**src/rtl/burst_seq_pkg.sv**
```systemverilog
`timescale 1ns/1ps
package burst_seq_pkg;

  typedef enum logic [1:0] {
    ACC_IDLE  = 2'b00,
    ACC_READ  = 2'b01,
    ACC_WRITE = 2'b10
  } acc_e;

  function automatic acc_e decode_acc(input logic sel, input logic we);
    if (!sel)   return ACC_IDLE;
    else if (we) return ACC_WRITE;
    else         return ACC_READ;
  endfunction

endpackage

```
**src/rtl/bs_rst_sync.sv**
```systemverilog
`timescale 1ns/1ps
module bs_rst_sync #(
  parameter int STAGES = 2
) (
  input  logic clk,
  input  logic rst_n,
  output logic rst_sync_n
);

  logic [STAGES-1:0] shreg_q;
  logic [STAGES-1:0] shreg_d;

  always_comb begin
    shreg_d = {shreg_q[STAGES-2:0], 1'b1};
  end

  always_ff @(posedge clk or negedge rst_n) begin
    if (!rst_n) shreg_q <= '0;
    else        shreg_q <= shreg_d;
  end

  assign rst_sync_n = shreg_q[STAGES-1];

endmodule

```
**src/rtl/bs_beat_ctr.sv**
```systemverilog
`timescale 1ns/1ps
module bs_beat_ctr #(
  parameter int AW = 2
) (
  input  logic          clk,
  input  logic          rst_n,
  input  logic          cke_i,
  input  logic          adv_i,
  output logic [AW-1:0] beat_o
);

  logic [AW-1:0] beat_q;
  logic [AW-1:0] beat_d;

  always_comb begin
    beat_d = beat_q;
    if (cke_i) begin
      if (adv_i) beat_d = beat_q + 1'b1;
      else       beat_d = '0;
    end
  end

  always_ff @(posedge clk or negedge rst_n) begin
    if (!rst_n) beat_q <= '0;
    else        beat_q <= beat_d;
  end

  assign beat_o = beat_q;

  AST_BEAT_LOAD_ZERO: assert property (@(posedge clk) disable iff (!rst_n)
    (cke_i && !adv_i) |=> (beat_o == '0));

  AST_BEAT_WRAP_STEP: assert property (@(posedge clk) disable iff (!rst_n)
    (cke_i && adv_i) |=> (beat_o == AW'($past(beat_o) + 1'b1)));

  AST_BEAT_STALL_HOLD: assert property (@(posedge clk) disable iff (!rst_n)
    !cke_i |=> $stable(beat_o));

endmodule

```
**src/rtl/bs_load_reg.sv**
```systemverilog
`timescale 1ns/1ps
module bs_load_reg
  import burst_seq_pkg::*;
#(
  parameter int AW = 2
) (
  input  logic          clk,
  input  logic          rst_n,
  input  logic          cke_i,
  input  logic          adv_i,
  input  logic [AW-1:0] start_i,
  input  logic          sel_i,
  input  logic          we_i,
  output logic [AW-1:0] start_o,
  output acc_e          acc_o
);

  logic [AW-1:0] start_q, start_d;
  acc_e          acc_q, acc_d;
  logic          load_en;

  assign load_en = cke_i && !adv_i;

  always_comb begin
    start_d = start_q;
    acc_d   = acc_q;
    if (load_en) begin
      start_d = start_i;
      acc_d   = decode_acc(sel_i, we_i);
    end
  end

  always_ff @(posedge clk or negedge rst_n) begin
    if (!rst_n) begin
      start_q <= '0;
      acc_q   <= ACC_IDLE;
    end else begin
      start_q <= start_d;
      acc_q   <= acc_d;
    end
  end

  assign start_o = start_q;
  assign acc_o   = acc_q;

  AST_TYPE_KEPT_ON_ADV: assert property (@(posedge clk) disable iff (!rst_n)
    (cke_i && adv_i) |=> $stable(acc_o));

  AST_TYPE_KEPT_ON_STALL: assert property (@(posedge clk) disable iff (!rst_n)
    !cke_i |=> ($stable(acc_o) && $stable(start_o)));

  AST_TYPE_LEGAL: assert property (@(posedge clk) disable iff (!rst_n)
    $onehot0(acc_o));

endmodule

```
**src/rtl/bs_addr_mix.sv**
```systemverilog
`timescale 1ns/1ps
module bs_addr_mix #(
  parameter int AW = 2
) (
  input  logic [AW-1:0] start_i,
  input  logic [AW-1:0] beat_i,
  input  logic          order_i,
  output logic [AW-1:0] addr_o
);

  logic [AW-1:0] lin_addr;
  logic [AW-1:0] ilv_addr;

  assign lin_addr = start_i + beat_i;

  for (genvar b = 0; b < AW; b++) begin : g_ilv_bit
    assign ilv_addr[b] = start_i[b] ^ beat_i[b];
  end

  always_comb begin
    if (order_i) addr_o = ilv_addr;
    else         addr_o = lin_addr;
  end

endmodule

```
**src/rtl/burst_seq.sv**
```systemverilog
`timescale 1ns/1ps
module burst_seq
  import burst_seq_pkg::*;
#(
  parameter int AW = 2
) (
  input  logic          clk,
  input  logic          rst_n,
  input  logic          cke_i,
  input  logic          adv_i,
  input  logic [AW-1:0] start_i,
  input  logic          sel_i,
  input  logic          we_i,
  input  logic          order_i,
  output logic [AW-1:0] addr_lo_o,
  output logic [1:0]    acc_o
);

  logic          rst_sync_n;
  logic [AW-1:0] beat;
  logic [AW-1:0] start_lat;
  acc_e          acc_lat;

  bs_rst_sync #(.STAGES(2)) i_rst_sync (
    .clk        (clk),
    .rst_n      (rst_n),
    .rst_sync_n (rst_sync_n)
  );

  bs_beat_ctr #(.AW(AW)) i_beat_ctr (
    .clk    (clk),
    .rst_n  (rst_sync_n),
    .cke_i  (cke_i),
    .adv_i  (adv_i),
    .beat_o (beat)
  );

  bs_load_reg #(.AW(AW)) i_load_reg (
    .clk     (clk),
    .rst_n   (rst_sync_n),
    .cke_i   (cke_i),
    .adv_i   (adv_i),
    .start_i (start_i),
    .sel_i   (sel_i),
    .we_i    (we_i),
    .start_o (start_lat),
    .acc_o   (acc_lat)
  );

  bs_addr_mix #(.AW(AW)) i_addr_mix (
    .start_i (start_lat),
    .beat_i  (beat),
    .order_i (order_i),
    .addr_o  (addr_lo_o)
  );

  assign acc_o = acc_lat;

  AST_FIRST_BEAT_START: assert property (@(posedge clk) disable iff (!rst_sync_n)
    (cke_i && !adv_i) |=> (addr_lo_o == $past(start_i)));

  AST_LINEAR_STEP: assert property (@(posedge clk) disable iff (!rst_sync_n)
    (cke_i && adv_i && !order_i) |=> (order_i || addr_lo_o == AW'($past(addr_lo_o) + 1'b1)));

  AST_ADDR_STALL_HOLD: assert property (@(posedge clk) disable iff (!rst_sync_n)
    (!cke_i && $stable(order_i)) |=> (order_i != $past(order_i) || $stable(addr_lo_o)));

  AST_IDLE_AFTER_RESET: assert property (@(posedge clk)
    !rst_sync_n |-> (addr_lo_o == '0 && acc_o == 2'b00));

endmodule

```
**config.mk**
```make
export PLATFORM = sky130hd
export DESIGN_NAME = burst_seq
export DESIGN_NICKNAME = d
export VERILOG_FILES = /design/src/rtl/burst_seq_pkg.sv /design/src/rtl/bs_rst_sync.sv /design/src/rtl/bs_beat_ctr.sv /design/src/rtl/bs_load_reg.sv /design/src/rtl/bs_addr_mix.sv /design/src/rtl/burst_seq.sv
export SDC_FILE = /design/constraint.sdc
export NUM_CORES = 1
export LEC_CHECK = 0
export BUFFER_PORTS_ARGS = -buffer_cell sky130_fd_sc_hd__buf_4
export CORE_AREA = 2 2 39 41
export DETAILED_ROUTE_END_ITERATION = 10
export DIE_AREA = 0 0 41 43
export PLACE_DENSITY = 0.55
export SYNTH_ARGS = -nofsm -noshare
export SYNTH_HDL_FRONTEND = slang
export SYNTH_SLANG_ARGS = --single-unit
```
**constraint.sdc**
```tcl
create_clock -name clk -period 2.4 [get_ports clk]
set_input_delay 0.36 -clock clk [delete_from_list [all_inputs] [get_ports clk]]
set_output_delay 0.36 -clock clk [all_outputs]
set_load 0.01 [all_outputs]
```
* Word level (Yosys, flattened, before mapping)
Index checks and enable logic that the tools add are counted. Widths: inputs -> output; s select.
Word-level totals: register bits after elaboration 8, input port bits 9, output and inout port bits 4, word-level logic and storage cells 14
Operators by class: add/sub/neg operators 2, muxes and demuxes 4, bitwise operators 2, reduce and logical (&&, ||, !) cells 2
Operator list (count):
- $mux 2 | 4
- $add 2x1->2 const B | 1
- $add 2x2->2 | 1
- $xor 1x1->1 | 2
- $logic_and 1x1->1 | 1
- $logic_not 1->1 | 1

* Logic depth before layout (Yosys ltp)
depth in word-level cells 2, mapped depth 3, depth with buffers taken out 3

* By module
From an unflattened synthesis, not the netlist that was laid out.
Second synthesis, totals: cells, all modules 27, area, all modules 366.6 sq um
By module, submodules not included:
- bs_load_reg | times used 1, cells an instance 12, area an instance 183.9 sq um, sequential area each 100.1 sq um
- bs_beat_ctr | times used 1, cells an instance 8, area an instance 92.6 sq um, sequential area each 50.0 sq um
- bs_rst_sync | times used 1, cells an instance 3, area an instance 53.8 sq um, sequential area each 50.0 sq um
- bs_addr_mix | times used 1, cells an instance 4, area an instance 36.3 sq um, sequential area each 0.0 sq um

* Worst setup path after synthesis
No wires, ideal clock.
path type reg-to-output, start register i_beat_ctr.beat_q[0] (netlist: i_beat_ctr.beat_o[0]), end output port addr_lo_o[1], arrival 0.936 ns, required time 2.040 ns, setup slack 1.104 ns, cell stages (with the launch flop) 4, path buffers 0, cells stage by stage dfrtp_1 > ha_1 > nor2b_1 > xnor2_1
On the way: cells in the longest elaborated chain, start to end 2
RTL lines:
- start: declaration | RTL line bs_beat_ctr.sv:12 | logic [AW-1:0] beat_q;
- start signal: assignment | RTL line bs_beat_ctr.sv:25 | else beat_q <= beat_d;
- $add 2x2->2 | RTL line bs_addr_mix.sv:14 | assign lin_addr = start_i + beat_i;
- $mux 2 | RTL line bs_addr_mix.sv:21 | if (order_i) addr_o = ilv_addr;
- end: declaration | RTL line burst_seq.sv:15 | output logic [AW-1:0] addr_lo_o,
No other way between the ends.

* Worst setup path after layout
Same ends and word-level chain as after synthesis.

==> flow_summary.yaml <==
run_status:
  run_status: "finished, final reports clean"
finish:
  design.final.nets: 56
  nFillCells: 148
  postLayoutCellArea_um2: 492
  drive_gt1_frac: 0.409
  antenna_cells: 0
  multi_input_area_um2: 145
  layout_commonest_cell: "buf_4"
  area_growth_syn_to_layout_pct: 40.9
  commonest_cells_after_routing_fill_and_taps_aside: "12 x buf_4, 8 x dfrtp_1, 4 x nand2_1, 3 x o21ai_0, 3 x clkbuf_4"
  final-seq-area_um2: 200
floorplanning:
  num_io_pins: 13
  core_area_um2: 1380
  die_width_um: 41
  fp-row-count: 14
  initial_util: 0.252
  design.die.area_um2: 1760
  floorplan.die.height_um: 43
timing:
  setup_viol: 0
  layout_min_cycle_time_ps: 1600
  timing_max_transition_violations_final: 0
  tns_ps: 0
  layout_worst_path_cycle_share: 0.665
  final-hold-violation-count: 0
  final.setup_skew_ps: 2.75
  timing.fmax_ghz: 0.626
  grt_setup_unrepaired: "no"
  final.hold.worst_slack_ps: 85.1
placed_design:
  hpwl_um: 420
  portBuffers: 12
  post_dp_cell_area_um2: 459
  finalWeightedCongestion: 0.575
global_route:
  number_of_global_route_vias_before_repair: 230
  antenna_violations_before_repair: 0
  grtUsageTotal: 0.0721
  grt_start_max_net_pins: 7
  first_pass_grt_wire_length_um: 862
  overflow: 0
cts:
  clock_insertion_delay_worst_skew_ps: 240
  clock_tree.buffer_depth: 2
  cts-htree-levels: 1
  cts.repair.resized: 0
  numClockSinks: 8
  cts.clk_slew.worst_paths_ps: 50
  cts_tree: "yes"
  cts-buffers-inserted: 3
  cts_root_buffer: "clkbuf_4"
critical_path:
  crit_path_max_fanout: 4
  startpoint_type: "flip-flop"
  worstSetupEndpointType: "output pin"
  criticalPathCategory: "reg -> out"
  critPathRequiredTime_ps: 2040
  worst_ep_arrival_time_ps: 1240
  timing.critical_path.slowest_cell_delay_ps: 410
  worstPathCellList: "ha_1, nor2b_1, xnor2_1, buf_4"
  critical-path-slowest-cell: "dfrtp_1"
synth:
  synth.yosys.seq_area_share: 0.573
  synth.area.top_cells: "dfrtp_1 57%, mux2_4 8.6%, xnor2_1 5.0%"
  synth_cells: 28
  synth_top_cell_area_share: 0.573
  synth.yosys.warnings: 0
  syn-cell-area_um2: 349
  syn_avg_cell_area_um2: 12.5
  unique_masters_post_synth: 13
  synthDominantAreaCellType: "dfrtp_1"
  synth.net_count: 38
  ys_ff_latch: 8
hold_path:
  worstHoldPathType: "reg -> async"
detailed_routing:
  routedWlPerCell_um: 8.30
  detail_route.first_pass.iterations: 2
  vias_cell: 4.02
  initialDrtViolationCount: 1
  detail_route.drc_violations: 0
  num_vias: 241
  routed_wl_um: 498
  postRouteAntennaNets: 0
power:
  ir_drop_mv: 0.300
  static-leakage-power_nw: 0.245
  total_power_divided_by_cell_area_nw_per_um2: 672
flow_run:
  maxCapViolations: 0
-- Yosys cell counts --
cell type	instances
conb_1	1
dfrtp_1	8
ha_1	1
inv_1	1
mux2_4	2
mux2i_1	1
nand2_1	4
nand2b_1	2
nand2b_4	1
nor2b_1	1
o21ai_0	3
o2bb2ai_1	1
xnor2_1	2
-- layout make-up --
type	count	share of cell area
flip-flops and latches	8	0.407
multi-input cells	19	0.295
repair buffers	13	0.204
clock buffers	3	0.0458
well taps	16	0.0407
inverters	1	0.00763
-- worst paths after layout --
check | cells after the start | slack [ps] | from | endpoint
worst max-delay path | 4 | 800 | i_beat_ctr.beat_o[0]$_DFFE_PN0P_ | addr_lo_o[1]
worst min-delay path | 0 | 90 | i_rst_sync.shreg_q[1]$_DFF_PN0_ | i_load_reg.acc_o[0]$_DFFE_PN0P_
worst max register to register | 2 | 1590 | i_beat_ctr.beat_o[0]$_DFFE_PN0P_ | i_beat_ctr.beat_o[1]$_DFFE_PN0P_
worst min register to register | 0 | 90 | i_rst_sync.shreg_q[1]$_DFF_PN0_ | i_load_reg.acc_o[0]$_DFFE_PN0P_
max in group asynchronous | 2 | 1880 | rst_n | i_rst_sync.shreg_q[0]$_DFF_PN0_
min in group clk | 0 | 350 | i_rst_sync.shreg_q[0]$_DFF_PN0_ | i_rst_sync.shreg_q[1]$_DFF_PN0_
-- layer usage --
layer	vias up	track usage	part of all wire
li1	123	-	-
met1	108	0.100	0.46
met2	10	0.100	0.43
met3	0	0.0157	0.10
met4	0	0.0400	0
met5	-	0	0
-- per-stage QoR --
stage / std cells / setup slack (ps) / util / power, mW
2_1_floorplan: 28 / 1100 / - / 0.202
3_3_place_gp: 56 / 1060 / 0.332 / 0.238
3_5_place_dp: 56 / 1050 / 0.332 / 0.238
4_1_cts: 60 / 788 / 0.355 / 0.337
5_1_grt: 60 / 708 / 0.355 / 0.355
6_report: 60 / 803 / 0.355 / 0.330
-- cell families after synthesis --
group / after synthesis / synth area share
AO/OA/AOI/OAI: 4 / 0.0681
XOR/XNOR: 2 / 0.0502
adder cells (fa/ha/maj): 1 / 0.0358
buffers and inverters: 1 / 0.0107
flip-flops: 8 / 0.573
multiplexers: 3 / 0.115
other: 1 / 0.0107
AND/OR/NAND/NOR: 8 / 0.136
-- sequential cells by signal, indices dropped and copies added (netlist names) --
| signal | flops |
|---|---|
| i_beat_ctr.beat_o | 2 |
| i_load_reg.start_o | 2 |
| i_load_reg.acc_o | 2 |
| i_rst_sync.shreg_q | 2 |
-- what timing repair did --
action,in CTS,in global routing
setup buffers,0,0
hold buffers,1,0
endpoints found under the hold margin,2,0
-- report_power, final --
| group | leakage, nW | internal (mW) | switching [mW] | total (mW) |
|---|---|---|---|---|
| logic | 0.133 | 0.0479 | 0.0279 | 0.0758 |
| clock network | 0.0138 | 0.0567 | 0.0377 | 0.0944 |
| registers | 0.0986 | 0.149 | 0.0108 | 0.160 |
-- worst max-delay path, delay by kind of cell, from the launching register on --
| family | cells | cell delay, ps |
|---|---|---|
| xor gates and xnor gates | 1 | 120 |
| adders and majority gates | 1 | 200 |
| buffers and inverters | 1 | 140 |
| DFF | 1 | 410 |
| and+or+nand+nor | 1 | 130 |
No activity file was read; power rests on OpenSTA's default activity.
